$ cat src/rtl/radix_adc_pkg.sv
package radix_adc_pkg;
  typedef enum logic {
    KIND_MEM_DST = 1'b0,
    KIND_REG_INC = 1'b1
  } adc_kind_e;

  typedef struct packed {
    logic      legal;
    adc_kind_e kind;
    logic      use_y;
    logic [3:0] code;
  } adc_dec_t;
endpackage

$ cat src/rtl/radix_adc_decode.sv
module radix_adc_decode
  import radix_adc_pkg::*;
(
  input  logic [15:0] instr_i,
  output adc_dec_t    dec_o
);
  always_comb begin
    dec_o       = '0;
    dec_o.code  = instr_i[3:0];
    dec_o.use_y = instr_i[5];
    dec_o.kind  = instr_i[7] ? KIND_REG_INC : KIND_MEM_DST;
    case (instr_i[15:4])
      12'h1D4, 12'h1D6, 12'h1DD, 12'h1DF: dec_o.legal = 1'b1;
      default:                            dec_o.legal = 1'b0;
    endcase
  end
endmodule

$ cat src/rtl/radix_adc_alu.sv
module radix_adc_alu #(
  parameter int NIB_W = 4
) (
  input  logic [NIB_W-1:0] a_i,
  input  logic [NIB_W-1:0] b_i,
  input  logic             cin_i,
  input  logic [NIB_W-1:0] code_i,
  output logic [NIB_W-1:0] res_o,
  output logic             carry_o
);
  localparam int SUM_W = NIB_W + 2;

  logic [SUM_W-1:0] radix, sum, diff;

  always_comb begin
    // radix = 2**NIB_W - code, code 0 selects the full binary radix
    radix   = {2'b01, {NIB_W{1'b0}}} - {2'b00, code_i};
    sum     = {2'b00, a_i} + {2'b00, b_i} + {{(SUM_W-1){1'b0}}, cin_i};
    diff    = sum - radix;
    carry_o = (sum >= radix);
    res_o   = carry_o ? diff[NIB_W-1:0] : sum[NIB_W-1:0];
  end
endmodule

$ cat src/rtl/radix_adc_ctrl.sv
module radix_adc_ctrl
  import radix_adc_pkg::*;
#(
  parameter int ADDR_W = 16,
  parameter int NIB_W  = 4
) (
  input  logic              clk_i,
  input  logic              rst_ni,
  input  logic              start_i,
  input  adc_dec_t          dec_i,
  input  logic [NIB_W-1:0]  b_i,
  input  logic              c_i,
  input  logic [ADDR_W-1:0] x_i,
  input  logic [ADDR_W-1:0] y_i,
  input  logic              ext_set_i,
  input  logic [ADDR_W/2-1:0] ext_imm_i,
  output logic              accept_o,
  output logic              busy_o,
  output logic [ADDR_W-1:0] addr_o,
  output logic [ADDR_W-1:0] idx_next_o,
  output adc_kind_e         kind_o,
  output logic              use_y_o,
  output logic [NIB_W-1:0]  code_o,
  output logic [NIB_W-1:0]  b_o,
  output logic              c_o
);
  localparam int IMM_W = ADDR_W / 2;
  localparam int HI_W  = ADDR_W - IMM_W;

  logic              busy_q, ext_pend_q;
  logic [IMM_W-1:0]  ext_imm_q;
  logic [ADDR_W-1:0] addr_q, idx_sel, ext_addr, rd_addr;

  assign accept_o = !busy_q && start_i && dec_i.legal;
  assign idx_sel  = dec_i.use_y ? y_i : x_i;
  assign ext_addr = {{HI_W{dec_i.use_y}}, ext_imm_q};
  assign rd_addr  = (ext_pend_q && dec_i.kind == KIND_MEM_DST) ? ext_addr : idx_sel;

  always_ff @(posedge clk_i or negedge rst_ni) begin
    if (!rst_ni) begin
      busy_q     <= 1'b0;
      ext_pend_q <= 1'b0;
      ext_imm_q  <= '0;
      addr_q     <= '0;
      kind_o     <= KIND_MEM_DST;
      use_y_o    <= 1'b0;
      code_o     <= '0;
      b_o        <= '0;
      c_o        <= 1'b0;
    end else begin
      busy_q <= accept_o;
      if (ext_set_i) begin
        ext_pend_q <= 1'b1;
        ext_imm_q  <= ext_imm_i;
      end else if (accept_o) begin
        ext_pend_q <= 1'b0;
      end
      if (accept_o) begin
        addr_q  <= rd_addr;
        kind_o  <= dec_i.kind;
        use_y_o <= dec_i.use_y;
        code_o  <= dec_i.code[NIB_W-1:0];
        b_o     <= b_i;
        c_o     <= c_i;
      end
    end
  end

  assign busy_o     = busy_q;
  assign addr_o     = busy_q ? addr_q : rd_addr;
  assign idx_next_o = addr_q + {{(ADDR_W-1){1'b0}}, 1'b1};
endmodule

$ cat src/rtl/radix_adc_unit.sv
module radix_adc_unit
  import radix_adc_pkg::*;
#(
  parameter int ADDR_W = 16
) (
  input  logic              clk_i,
  input  logic              rst_ni,
  input  logic              start_i,
  input  logic [15:0]       instr_i,
  input  logic [3:0]        b_i,
  input  logic              c_i,
  input  logic [ADDR_W-1:0] x_i,
  input  logic [ADDR_W-1:0] y_i,
  input  logic              ext_set_i,
  input  logic [ADDR_W/2-1:0] ext_imm_i,
  output logic              mem_re_o,
  output logic [ADDR_W-1:0] mem_addr_o,
  input  logic [3:0]        mem_rdata_i,
  output logic              mem_we_o,
  output logic [3:0]        mem_wdata_o,
  output logic              b_we_o,
  output logic [3:0]        b_o,
  output logic              x_we_o,
  output logic              y_we_o,
  output logic [ADDR_W-1:0] idx_o,
  output logic              flag_we_o,
  output logic              e_o,
  output logic              c_o,
  output logic              z_o,
  output logic              busy_o,
  output logic              done_o
);
  localparam int NIB_W = 4;

  adc_dec_t         dec;
  adc_kind_e        kind_q;
  logic             use_y_q, c_q, accept, busy, carry;
  logic [NIB_W-1:0] code_q, b_q, res;

  radix_adc_decode u_dec (
    .instr_i (instr_i),
    .dec_o   (dec)
  );

  radix_adc_ctrl #(.ADDR_W(ADDR_W), .NIB_W(NIB_W)) u_ctrl (
    .clk_i      (clk_i),
    .rst_ni     (rst_ni),
    .start_i    (start_i),
    .dec_i      (dec),
    .b_i        (b_i),
    .c_i        (c_i),
    .x_i        (x_i),
    .y_i        (y_i),
    .ext_set_i  (ext_set_i),
    .ext_imm_i  (ext_imm_i),
    .accept_o   (accept),
    .busy_o     (busy),
    .addr_o     (mem_addr_o),
    .idx_next_o (idx_o),
    .kind_o     (kind_q),
    .use_y_o    (use_y_q),
    .code_o     (code_q),
    .b_o        (b_q),
    .c_o        (c_q)
  );

  radix_adc_alu #(.NIB_W(NIB_W)) u_alu (
    .a_i     (mem_rdata_i),
    .b_i     (b_q),
    .cin_i   (c_q),
    .code_i  (code_q),
    .res_o   (res),
    .carry_o (carry)
  );

  assign mem_re_o    = accept;
  assign mem_we_o    = busy && kind_q == KIND_MEM_DST;
  assign mem_wdata_o = res;
  assign b_we_o      = busy && kind_q == KIND_REG_INC;
  assign b_o         = res;
  assign x_we_o      = b_we_o && !use_y_q;
  assign y_we_o      = b_we_o && use_y_q;
  assign flag_we_o   = busy;
  assign e_o         = 1'b0;
  assign c_o         = carry;
  assign z_o         = (res == '0);
  assign busy_o      = busy;
  assign done_o      = busy;
endmodule

$ cat config.mk
export PLATFORM = sky130hd
export DESIGN_NAME = radix_adc_unit
export DESIGN_NICKNAME = d
export VERILOG_FILES = /design/src/rtl/radix_adc_pkg.sv /design/src/rtl/radix_adc_decode.sv /design/src/rtl/radix_adc_alu.sv /design/src/rtl/radix_adc_ctrl.sv /design/src/rtl/radix_adc_unit.sv
export SDC_FILE = /design/constraint.sdc
export NUM_CORES = 1
export LEC_CHECK = 0
export CAP_MARGIN = 30
export CORE_ASPECT_RATIO = 1.4
export CORE_MARGIN = 4
export CORE_UTILIZATION = 38
export DETAILED_ROUTE_END_ITERATION = 10
export PLACE_DENSITY = 0.87
export SLEW_MARGIN = 10
export SYNTH_ARGS = -nofsm -noshare
export SYNTH_HDL_FRONTEND = slang
export SYNTH_SLANG_ARGS = --single-unit
$ cat constraint.sdc
create_clock -name clk_i -period 4.8 [get_ports clk_i]
set_clock_uncertainty 0.15 [all_clocks]
set_input_delay 1.2 -clock clk_i [delete_from_list [all_inputs] [get_ports clk_i]]
set_output_delay 1.2 -clock clk_i [all_outputs]
set_load 0.01 [all_outputs]
== Word level (Yosys, flattened, before mapping) ==
Cells that the tools add are included.

* Reductions and logical operators: 12
* $add $sub $neg: 5
* Eq/ne operators: 4
* Div/mod/pow operators: 0
* Order comparisons: 1
* Bitwise logic cells: 2
* Multiply operators: 0
* Shift-type cells: 0
* Mux-type cells: 8

{| class="wikitable"
|+ Operators by type and width
! cell !! count
|-
| $eq A12 B9 Y1 const B || 4
|-
| $mux W16 || 3
|-
| $add A16 B1 Y16 const B || 1
|-
| $logic_and A1 B1 Y1 || 7
|-
| $add A5 B1 Y6 || 1
|-
| $ge A6 B6 Y1 || 1
|-
| $sub A5 B4 Y6 const A || 1
|-
| $add A4 B4 Y5 || 1
|-
| $logic_not A4 Y1 || 1
|-
| $mux W1 || 4
|-
| $mux W4 || 1
|-
| $reduce_or A4 Y1 || 1
|-
| $sub A4 B4 Y4 || 1
|-
| $logic_not A1 Y1 || 2
|-
| $not A1 Y1 || 2
|-
| $reduce_bool A2 Y1 || 1
|}

* Bits in writable memories: 0
* Latch bits: 0
* Memories kept: 0
* Bits in read-only memories: 0
* Register bits after elaboration: 37
* Output and inout bits: 51
* Word-level logic and storage cells: 41
* Bits of input ports: 69

== Longest topological paths before layout ==
Gate-level depths: netlist (run 1).

* Depth after elaboration: 6
* Gate-level depth with buffers: 12
* Mapped depth without buffers: 11

== By module ==
From an unflattened synthesis (run 1), not the netlist that was laid out.

* Cells, all modules: 296
* Area, all modules: 2807.7 µm²

{| class="wikitable"
|+ Modules (own cells, without submodules)
! module !! times used !! seq. area each (µm²) !! cells an instance !! area an instance (µm²)
|-
| radix_adc_ctrl || 1 || 925.9 || 225 || 2220.9
|-
| radix_adc_alu || 1 || 0.0 || 47 || 409.1
|-
| radix_adc_unit || 1 || 0.0 || 13 || 96.3
|-
| radix_adc_decode || 1 || 0.0 || 11 || 81.3
|}

== Least setup slack after synthesis (run 1) ==
Ideal clock, no wire load.

* Path type: input to output
* From: input mem_rdata_i[0]
* To: output mem_wdata_o[3]
* Slack: -0.212 ns
* Path buffers: 1
* Stages on the path: 12
* Data required time: 3.450 ns
* Arrival: 3.662 ns
* Cells stage by stage: fa_1 inv_1 fa_1 inv_1 a21oi_1 o21bai_1 ha_1 and3_2 a221oi_4 inv_2 mux2_1 buf_4

* Cells in the longest elaborated chain, start to end: 4

{| class="wikitable"
|+ RTL lines
! what !! line !! source
|-
| from (decl) || radix_adc_unit.sv:18 || <nowiki>input logic [3:0] mem_rdata_i,</nowiki>
|-
| $add A4 B4 Y5 || radix_adc_alu.sv:18 || <nowiki>sum = {2'b00, a_i} + {2'b00, b_i} + {{(SUM_W-1){1'b0}}, cin_i};</nowiki>
|-
| $add A5 B1 Y6 || radix_adc_alu.sv:18 ||
|-
| $ge A6 B6 Y1 || radix_adc_alu.sv:20 || <nowiki>carry_o = (sum >= radix);</nowiki>
|-
| named net c_o || radix_adc_unit.sv:28 || <nowiki>output logic c_o,</nowiki>
|-
| $mux W4 || radix_adc_alu.sv:21 || <nowiki>res_o = carry_o ? diff[NIB_W-1:0] : sum[NIB_W-1:0];</nowiki>
|-
| to (decl) || radix_adc_unit.sv:20 || <nowiki>output logic [3:0] mem_wdata_o,</nowiki>
|}

The timed path passes the listed nets, and every way through them passes these cells.

== Worst setup path after layout (run 1) ==
* From: input mem_rdata_i[3]
* To: output b_o[3]

* Cells in the longest elaborated chain, start to end: 4

{| class="wikitable"
|+ RTL lines
! what !! line !! source
|-
| $add A4 B4 Y5 (*) || radix_adc_alu.sv:18 ||
|-
| $add A5 B1 Y6 (*) || radix_adc_alu.sv:18 ||
|-
| $ge A6 B6 Y1 / $sub A4 B4 Y4 (equally long branches) || radix_adc_alu.sv:20, radix_adc_alu.sv:19 ||
|-
| $mux W4 (*) || radix_adc_alu.sv:21 ||
|-
| to (decl) || radix_adc_unit.sv:22 || <nowiki>output logic [3:0] b_o,</nowiki>
|}

Mark *: on every way between the ends. The rest lies on a longest branch, timed or not.

==> flow_metrics.env, run 1 <==
export IMPL_run_status="complete, but fails checks"
export IMPL_r2r_start="u_ctrl.busy_o"
export IMPL_cts_root_buf="clkbuf_8"
export IMPL_finalMaxSlewViolations=0
export IMPL_row_count=35
export IMPL_synthesis_nets=405
export IMPL_gr_usage_all_layers=0.193
export IMPL_initial_core_util=0.397
export IMPL_synth_area_sq_mm=0.00264
export IMPL_cts_sinks=37
export IMPL_viasPerCell=4.95
export IMPL_grt_pass1_vias=2798
export IMPL_htreeDepth=2
export IMPL_hold_viol=0
export IMPL_antenna_cells=0
export IMPL_cp_startpoint="mem_rdata_i[3]"
export IMPL_syn2layout_area_growth_pct=58.7
export IMPL_period_share=1.03
export IMPL_finalWorstSetupSlack_ns=-0.124
export IMPL_rr_worst_depth=5
export IMPL_final_setup_viol_count=9
export IMPL_wl_per_cell_um=14.7
export IMPL_port_buffer_count=118
export IMPL_ir_drop_uv=192
export IMPL_postRouteAntennaNets=0
export IMPL_drv_cap=0
export IMPL_drtIter0Drc=122
export IMPL_drc=0
export IMPL_min_period_ns=4.92
export IMPL_clockBufferDepth=2
export IMPL_num_vias=2668
export IMPL_antenna_found_initial=0
export IMPL_grt_pass1_wl_um=12800
export IMPL_synthCells=323
export IMPL_worstSetupPathType="in2out"
export IMPL_crit_arrival_ns=3.57
export IMPL_crit_fanout=3
export IMPL_die_w_um=78.4
export IMPL_dp_hpwl_um=5960
export IMPL_violations="setup timing"
export IMPL_yosys_area_top_type="dfrtp_1"
export IMPL_drtPass1Iterations=4
export IMPL_p_leak_nw=1.86
export IMPL_grt_max_degree=42
export IMPL_dieArea_sq_mm=0.00836
export IMPL_ioPinCount=120
export IMPL_insertion_delay_ns=0.29
export IMPL_crit_required_ns=3.45
export IMPL_overflow=0
export IMPL_startpoint_type="input port"
export IMPL_cts_clk_slew_worst_paths_ns=0.08
export IMPL_ys_types=38
export IMPL_r2r_slack_ns=3.16
export IMPL_die_h_um=107
export IMPL_hold_class="reg2reg"
export IMPL_nets=528
export IMPL_cts_tree="built"
export IMPL_relSlewSlack=0.466
export IMPL_yosysTopAreaCellShare=0.351
export IMPL_yosys_warnings=0
export IMPL_synth_area_per_cell_sq_um=8.17
export IMPL_power_density_mw_per_mm2=206
export IMPL_total_power_w=0.000863
export IMPL_cp_end_kind="output port"
export IMPL_synthTopCellsByArea="dfrtp_1, nand2_1, o21ai_0, ha_1, mux2_2"
export IMPL_worst_slew_pin_slew_ns=0.801
export IMPL_worst_hold_slack_ns=0.341
export IMPL_gp_congestion=0.835
export IMPL_rsz0062_at_grt="true"
export IMPL_numCtsBuffers=5
export IMPL_r2r_end="u_ctrl.addr_q[10]"
export IMPL_synth_seq_area_share=0.351
export IMPL_wirelength_um=7940
export IMPL_cp_endpoint="b_o[3]"
export IMPL_drive_gt1_frac=0.181
export IMPL_ctsHoldBuffers=0
export IMPL_coreArea_sq_mm=0.00666
export IMPL_max_freq_mhz=203
export IMPL_synth_seq_cells=37
-- synthesized netlist by cell type, drive strengths merged --
master,n
a21o,3
a21oi,12
a221oi,1
and2,1
and3,6
and4b,2
buf,15
clkbuf,10
conb,1
dfrtp,37
fa,3
ha,10
inv,17
mux2,10
mux2i,8
nand2,76
nand2b,1
nand3,8
nand4,3
nor2,12
nor2b,3
nor3,5
nor4,1
o211ai,1
o21a,8
o21ai,46
o21bai,1
o41ai,1
or3b,1
xnor2,11
xor2,9
-- critical path, stage by stage --
cell and delay [ns]:
clkdlybuf4s50_1 0.42, ha_1 0.29, inv_2 0.07, and3_4 0.19
nor2_4 0.04, ha_4 0.23, a21o_1 0.18, a221oi_4 0.33
buf_6 0.16, inv_4 0.03, mux2_4 0.30, buf_6 0.12
-- cell type report --
cell class / instances / area, sq um
fill: 565 / 2470
multi-input combinational: 244 / 1640
timing repair buffer: 141 / 1330
sequential: 37 / 926
tap: 92 / 115
clock buffer: 6 / 72.6
inverter: 17 / 68.8
clock inverter: 2 / 38.8
-- cell usage in the layout, fill, tap and decap left out, types with 2 or more instances in the layout --
cell / synthesis / final
nand4_2: 2 / 2
o21ai_2: 0 / 2
a21oi_1: 12 / 9
nor2_1: 12 / 11
ha_1: 10 / 7
a21o_1: 3 / 3
ha_4: 0 / 3
mux2_4: 0 / 2
nand2_2: 0 / 2
clkbuf_8: 0 / 5
inv_1: 16 / 12
inv_4: 0 / 2
nand2_1: 76 / 74
and3_4: 0 / 2
inv_2: 1 / 3
dlygate4sd2_1: 0 / 2
o21ai_0: 46 / 44
buf_4: 8 / 21
buf_6: 0 / 7
xnor2_1: 11 / 10
mux2_2: 9 / 8
buf_2: 6 / 6
nor2b_1: 3 / 3
fa_2: 0 / 3
clkdlybuf4s50_1: 0 / 104
and4b_1: 2 / 2
and3_1: 5 / 4
dfrtp_1: 37 / 37
o21a_1: 8 / 8
nand3_1: 8 / 7
nor3_1: 5 / 5
mux2i_1: 8 / 8
a21oi_2: 0 / 2
xor2_1: 9 / 9
-- timing repair --
item                                    4_1_cts  5_1_grt
endpoints found under the setup margin       10       10
pin swaps                                    12        9
gates resized for setup                      69        6
gates cloned                                  0        0
setup buffers                                 6        3
-- kinds of logic after synthesis --
kind of cell               share of synthesized area
AOI/OAI and AO/OA                              0.160
xor gates and xnor gates                      0.0664
adders and majority gates                     0.0701
buffers and inverters                         0.0744
DFF                                            0.351
muxes                                         0.0730
other                                        0.00142
and+or+nand+nor                                0.204
-- routing by layer --
layer	global-route usage	wire length (um)	vias up
met5	0	0	-
met2	0.361	4240	99
met1	0.193	2780	1219
met4	0.0925	389	0
met3	0.0563	525	30
li1	-	-	1320
-- power by group --
part | switching, W | leakage, nW | internal (W)
Combinational | 0.000109 | 1.32 | 0.000154
Clock | 0.000113 | 0.0554 | 0.000156
Sequential | 0.00000849 | 0.477 | 0.000322
-- how the worst min path moves through the flow --
stage	start	endpoint	cells past startpoint
floorplan	u_ctrl.b_o[2]	u_ctrl.b_o[2]	2
global placement	u_ctrl.b_o[3]	u_ctrl.b_o[3]	2
detailed placement	u_ctrl.b_o[3]	u_ctrl.b_o[3]	2
CTS	u_ctrl.b_o[3]	u_ctrl.b_o[3]	2
global route	u_ctrl.ext_pend_q	u_ctrl.ext_pend_q	1
finish	u_ctrl.b_o[3]	u_ctrl.b_o[3]	2
-- metrics by stage --
step / setup TNS (ns) / std cells / utilization / worst slack, ns / instance area (sq um)
finish: -0.767 / 539 / 0.629 / -0.124 / 4190
detailed placement: -8.37 / 522 / 0.591 / -0.907 / 3930
global route: -1.45 / 539 / 0.629 / -0.197 / 4190
floorplan: -0.0290 / 323 / - / -0.0155 / 2670
CTS: -0.889 / 536 / 0.625 / -0.148 / 4160
global placement: -7.74 / 522 / 0.591 / -0.844 / 3930
-- registers in the layout, indices dropped and copies added, names as in the netlist --
signal	count
u_ctrl.ext_pend_q	1
u_ctrl.busy_o	1
u_ctrl.kind_o	1
u_ctrl.ext_imm_q	8
u_ctrl.use_y_o	1
u_ctrl.b_o	4
u_ctrl.code_o	4
u_ctrl.addr_q	16
u_ctrl.c_o	1
Note: power is estimated with default switching activity, not from simulation.
==> inputs of run 2 (changes only) <==
Settings changed: CAP_MARGIN 30 to not set, CORE_MARGIN 4 to 2, PLACE_DENSITY 0.87 to 0.77.
==> run 2 against run 1 <==
The flow still finishes with violations (setup timing). Register-to-register slack got worse by 0.27 ns. Critical path type unchanged. Combinational power about the same. Highest routed layer unchanged. Fmax decreased by 0.34%. Design area decreased by 0.30%. Sequential power about the same. Clock power decreased by 20%.
==> flow_metrics.env, run 2 (synthesis gave the netlist of run 1 again) <==
export IMPL_r2r_start="u_ctrl.busy_o"
export IMPL_coreArea_sq_mm=0.00666
export IMPL_fillers=594
export IMPL_dieArea_sq_mm=0.00764
export IMPL_drc=0
export IMPL_largest_reg_flops=16
export IMPL_max_freq_mhz=202
export IMPL_rsz0062_at_grt="true"
export IMPL_path_buf_inv=5
export IMPL_total_power_w=0.000812
export IMPL_worst_slew_pin_slew_ns=0.836
export IMPL_wl_per_cell_um=14.7
export IMPL_wirelength_um=7960
export IMPL_finalMaxSlewViolations=0
export IMPL_r2r_slack_ns=2.89
export IMPL_layout_commonest_cell="clkdlybuf4s50_1"
export IMPL_cp_end_kind="output port"
export IMPL_die_w_um=74.4
export IMPL_final_area_sq_mm=0.00418
export IMPL_critPathSlowestCell="fa_2"
export IMPL_top_regs="u_ctrl.addr_q: 16 flops, u_ctrl.ext_imm_q: 8 flops"
export IMPL_gp_congestion=0.845
export IMPL_insertion_delay_ns=0.29
export IMPL_port_buffer_count=118
export IMPL_viasPerCell=4.90
export IMPL_die_h_um=103
export IMPL_worstSetupPathType="in2out"
export IMPL_antenna_found_initial=0
export IMPL_htreeDepth=2
export IMPL_min_period_ns=4.94
export IMPL_grt_pass1_wl_um=12700
export IMPL_hold_viol=0
export IMPL_cp_num_cells=11
export IMPL_power_density_mw_per_mm2=194
export IMPL_rr_worst_depth=4
export IMPL_cts_root_buf="clkbuf_8"
export IMPL_dpl_instance_area_sq_mm=0.00394
export IMPL_antenna_cells=0
export IMPL_numPlacedInstances=523
export IMPL_clockBufferDepth=2
export IMPL_ioPinCount=120
export IMPL_initial_core_util=0.397
export IMPL_layout_common_cells="clkdlybuf4s50_1, nand2_1, o21ai_0, dfrtp_1, buf_4"
export IMPL_crit_arrival_ns=3.59
export IMPL_r2r_end="u_ctrl.addr_q[13]"
export IMPL_drtIter0Drc=66
export IMPL_startpoint_type="input port"
export IMPL_run_status="complete, but fails checks"
export IMPL_overflow=0
export IMPL_ir_drop_uv=173
export IMPL_cp_startpoint="mem_rdata_i[0]"
export IMPL_finalWorstSetupSlack_ns=-0.141
export IMPL_drv_cap=0
export IMPL_cts_sinks=37
export IMPL_drtPass1Iterations=4
export IMPL_num_vias=2648
export IMPL_crit_required_ns=3.45
export IMPL_multi_input_area_sq_mm=0.00165
export IMPL_syn2layout_area_growth_pct=58.2
export IMPL_p_leak_nw=1.84
export IMPL_dp_hpwl_um=5930
export IMPL_numCtsBuffers=5
export IMPL_grt_max_degree=42
export IMPL_ctsHoldBuffers=0
export IMPL_period_share=1.03
export IMPL_cp_top_family="adder cells"
export IMPL_layout_cells_non_filler=540
export IMPL_cts_clk_slew_worst_paths_ns=0.08
export IMPL_cp_endpoint="b_o[2]"
export IMPL_nets=529
export IMPL_seq_area_sq_um=926
export IMPL_crit_fanout=4
export IMPL_grt_pass1_vias=2777
export IMPL_drive_gt1_frac=0.185
export IMPL_gr_usage_all_layers=0.219
export IMPL_cpPeakStageDelay_ns=0.54
export IMPL_violations="setup timing"
export IMPL_hold_class="reg2reg"
export IMPL_final_setup_viol_count=8
export IMPL_cts_tree="built"
export IMPL_crit_chain="buf_6 > fa_2 > inv_2 > fa_2 > inv_4 > fa_2 > a21o_1 > a221oi_4 > buf_4 > mux2_4 > buf_6"
export IMPL_crit_top_cell="fa_2"
export IMPL_postRouteAntennaNets=0
export IMPL_relSlewSlack=0.443
export IMPL_regMostFlops="u_ctrl.addr_q"
export IMPL_row_count=35
run 2: cell types whose count changed in the layout (fill, tap and decap cells not counted), sizes merged:
cell / change
clkinvlp: +1
clkdlybuf4s50: -1
buf: +1
clkinv: +1
bufinv: -1
run 2: worst min-delay path by stage:
stage	startpoint	to	slack (ns)	cells past startpoint
final	u_ctrl.b_o[3]	u_ctrl.b_o[3]	0.34	2
after global placement	u_ctrl.b_o[3]	u_ctrl.b_o[3]	0.31	2
after CTS	u_ctrl.b_o[3]	u_ctrl.b_o[3]	0.34	2
after detailed placement	u_ctrl.b_o[3]	u_ctrl.b_o[3]	0.32	2
after floorplan	u_ctrl.b_o[2]	u_ctrl.b_o[2]	0.30	2
after global routing	u_ctrl.b_o[3]	u_ctrl.b_o[3]	0.36	2
run 2: stage by stage:
stage	setup TNS [ns]	hold slack [ns]	utilization	worst slack, ns
global placement	-7.64	0.315	0.592	-0.837
CTS	-0.276	0.340	0.623	-0.108
floorplan	-0.0290	0.300	-	-0.0155
global route	-1.50	0.363	0.627	-0.221
detailed placement	-8.15	0.317	0.592	-0.882
finish	-0.801	0.337	0.627	-0.141
run 2: power breakdown:
part           leakage [nW]  total, W  switching [W]  internal, W
Sequential            0.477  0.000331     0.00000851     0.000322
Combinational          1.32  0.000265       0.000109     0.000156
Clock                0.0439  0.000216       0.000116     0.000100
run 2: cell type report:
| type | count | share of cell area |
|---|---|---|
| sequential | 37 | 0.222 |
| multi-input combinational | 244 | 0.394 |
| timing repair buffer | 142 | 0.320 |
| inverter | 17 | 0.0159 |
| clock inverter | 3 | 0.00419 |
| tap | 92 | 0.0276 |
| clock buffer | 5 | 0.0165 |
run 2: repair_timing:
action / CTS / global route
endpoints found under the hold margin: 0 / 0
endpoints found under the setup margin: 10 / 10
pin swaps: 13 / 3
buffers inserted: 5 / 4
gates resized for setup: 73 / 6
run 2: worst register-to-register path, cell delays in order, from the launching register on:
cell     delay (ns)
dfrtp_1        0.74
and4b_1        0.28
nand4_2        0.10
buf_4          0.36
o21ai_0        0.15
run 2: routing by layer:
metal	global-route usage	wire [um]	up-vias
li1	-	-	1314
met1	0.204	2690	1212
met2	0.417	4410	92
met3	0.0626	520	30
met4	0.113	338	0
met5	0	0	-
==> inputs of run 3 (changes only) <==
Settings changed: REMOVE_ABC_BUFFERS set to 1.
==> run 3 against run 2 <==
The run still ends with setup timing left. Non-clock buffer count shrank 3. Sequential share of layout area down 0.11 points. Combinational power fell by 3%. Critical endpoint is now mem_wdata_o[3]. Largest power group unchanged.
==> flow_metrics.env, run 3 (synthesis gave the netlist of run 1 again) <==
export IMPL_relSlewSlack=0.448
export IMPL_dieArea_sq_mm=0.00764
export IMPL_layout_common_cells="clkdlybuf4s50_1, nand2_1, o21ai_0, dfrtp_1, buf_4"
export IMPL_cp_end_kind="output port"
export IMPL_startpoint_type="input port"
export IMPL_gr_usage_all_layers=0.204
export IMPL_numPlacedInstances=522
export IMPL_finalWorstSetupSlack_ns=-0.196
export IMPL_rsz0062_at_grt="true"
export IMPL_max_freq_mhz=200
export IMPL_cp_startpoint="mem_rdata_i[2]"
export IMPL_largest_reg_flops=16
export IMPL_insertion_delay_ns=0.28
export IMPL_viasPerCell=4.85
export IMPL_drv_cap=0
export IMPL_p_int_w=0.000644
export IMPL_cts_clk_slew_worst_paths_ns=0.07
export IMPL_coreArea_sq_mm=0.00666
export IMPL_dp_hpwl_um=5530
export IMPL_seqPwrFrac=0.383
export IMPL_clockBufferDepth=2
export IMPL_p_leak_nw=1.86
export IMPL_die_w_um=74.4
export IMPL_cts_sinks=37
export IMPL_period_share=1.04
export IMPL_postRouteAntennaNets=0
export IMPL_port_buffer_count=118
export IMPL_r2r_end="u_ctrl.addr_q[12]"
export IMPL_htreeDepth=2
export IMPL_overflow=0
export IMPL_initial_core_util=0.397
export IMPL_ctsHoldBuffers=0
export IMPL_wirelength_um=7440
export IMPL_ir_drop_uv=131
export IMPL_antenna_found_initial=0
export IMPL_power_density_mw_per_mm2=206
export IMPL_total_power_w=0.000862
export IMPL_numCtsBuffers=5
export IMPL_num_vias=2602
export IMPL_drtIter0Drc=75
export IMPL_r2r_start="u_ctrl.busy_o"
export IMPL_wl_per_cell_um=13.9
export IMPL_row_count=35
export IMPL_finalMaxSlewViolations=0
export IMPL_crit_arrival_ns=3.65
export IMPL_worstSetupPathType="in2out"
export IMPL_hold_class="reg2reg"
export IMPL_top_regs="u_ctrl.addr_q: 16 flops, u_ctrl.ext_imm_q: 8 flops"
export IMPL_worst_hold_slack_ns=0.340
export IMPL_gp_congestion=0.852
export IMPL_rr_worst_depth=5
export IMPL_clkPwrFrac=0.319
export IMPL_fillers=583
export IMPL_worst_slew_pin_slew_ns=0.829
export IMPL_grt_max_degree=42
export IMPL_comb_power_share=0.297
export IMPL_grt_pass1_wl_um=12100
export IMPL_hold_viol=0
export IMPL_finalSetupTns_ns=-0.870
export IMPL_r2r_slack_ns=3.21
export IMPL_regMostFlops="u_ctrl.addr_q"
export IMPL_run_status="complete, but fails checks"
export IMPL_cts_root_buf="clkbuf_8"
export IMPL_nets=526
export IMPL_cts_tree="built"
export IMPL_crit_required_ns=3.45
export IMPL_antenna_cells=0
export IMPL_drtPass1Iterations=4
export IMPL_final_area_sq_mm=0.00420
export IMPL_dpl_instance_area_sq_mm=0.00392
export IMPL_power_switching_w=0.000219
export IMPL_swShare=0.254
export IMPL_layout_cells_non_filler=537
export IMPL_syn2layout_area_growth_pct=59.0
export IMPL_drive_gt1_frac=0.178
export IMPL_cp_endpoint="mem_wdata_o[3]"
export IMPL_layout_commonest_cell="clkdlybuf4s50_1"
export IMPL_violations="setup timing"
export IMPL_die_h_um=103
export IMPL_min_period_ns=5.00
export IMPL_crit_fanout=3
export IMPL_final_setup_viol_count=7
export IMPL_grt_pass1_vias=2642
export IMPL_drc=0
export IMPL_ioPinCount=120
==> run 3: cell count changes in the layout (fill, tap and decap cells not counted), moves of 2 or more <==
cell | previous run | this run
nand2_2 | 0 | 2
a21oi_4 | 0 | 2
a21oi_2 | 3 | 1
clkinv_2 | 2 | 0
buf_4 | 21 | 18
==> run 3: power by group through the flow <==
stage,registers [W],clock network (W),logic [W]
5_1_grt,0.000332,0.000298,0.000280
2_1_floorplan,0.000334,0,0.0000911
6_report,0.000331,0.000275,0.000256
4_1_cts,0.000330,0.000283,0.000246
3_3_place_gp,0.000336,0,0.000229
3_5_place_dp,0.000336,0,0.000233
==> run 3: layer usage <==
layer / vias to the layer above / global-route usage / routed length, um
met5: - / 0 / 0
met4: 0 / 0.0604 / 115
met2: 88 / 0.372 / 3960
li1: 1312 / - / -
met3: 11 / 0.0489 / 433
met1: 1191 / 0.232 / 2930
==> run 3: layout make-up <==
type	instances	area, sq um	area share
clock buffer	7	86.3	0.0206
clock inverter	1	30.0	0.00716
inverter	17	63.8	0.0152
multi-input combinational	244	1650	0.392
sequential	37	926	0.221
tap	92	115	0.0274
timing repair buffer	139	1330	0.317
==> run 3: how the worst min path moves through the flow <==
stage | startpoint | end | slack (ns) | cells after the start
floorplan | u_ctrl.b_o[2] | u_ctrl.b_o[2] | 0.30 | 2
global placement | u_ctrl.b_o[3] | u_ctrl.b_o[3] | 0.32 | 2
detailed placement | u_ctrl.b_o[3] | u_ctrl.b_o[3] | 0.33 | 2
CTS | u_ctrl.b_o[3] | u_ctrl.b_o[3] | 0.35 | 2
global route | u_ctrl.ext_imm_q[7] | u_ctrl.ext_imm_q[7] | 0.38 | 1
finish | u_ctrl.b_o[3] | u_ctrl.b_o[3] | 0.34 | 2
==> run 3: metrics by stage <==
step / setup WS [ns] / util
floorplan: -0.0844 / -
global placement: -0.967 / 0.589
detailed placement: -1.08 / 0.589
CTS: -0.204 / 0.621
global route: -0.245 / 0.630
finish: -0.196 / 0.630
==> run 3: critical path, cell delays in order <==
cell and delay, ns:
dlygate4sd2_1 0.26, ha_4 0.30, nand3_2 0.10, and3_4 0.19, nor2_4 0.15, ha_4 0.22, a21o_1 0.21, a221oi_4 0.36
buf_4 0.18, inv_2 0.04, mux2_4 0.31, buf_6 0.13
==> run 3: timing repair <==
| action | in CTS | in global routing |
|---|---|---|
| setup endpoints to repair | 10 | 10 |
| endpoints found under the hold margin | 0 | 0 |
| setup buffers | 4 | 3 |
| resized for setup | 66 | 17 |
| pin swaps | 9 | 10 |
| gates cloned | 0 | 0 |
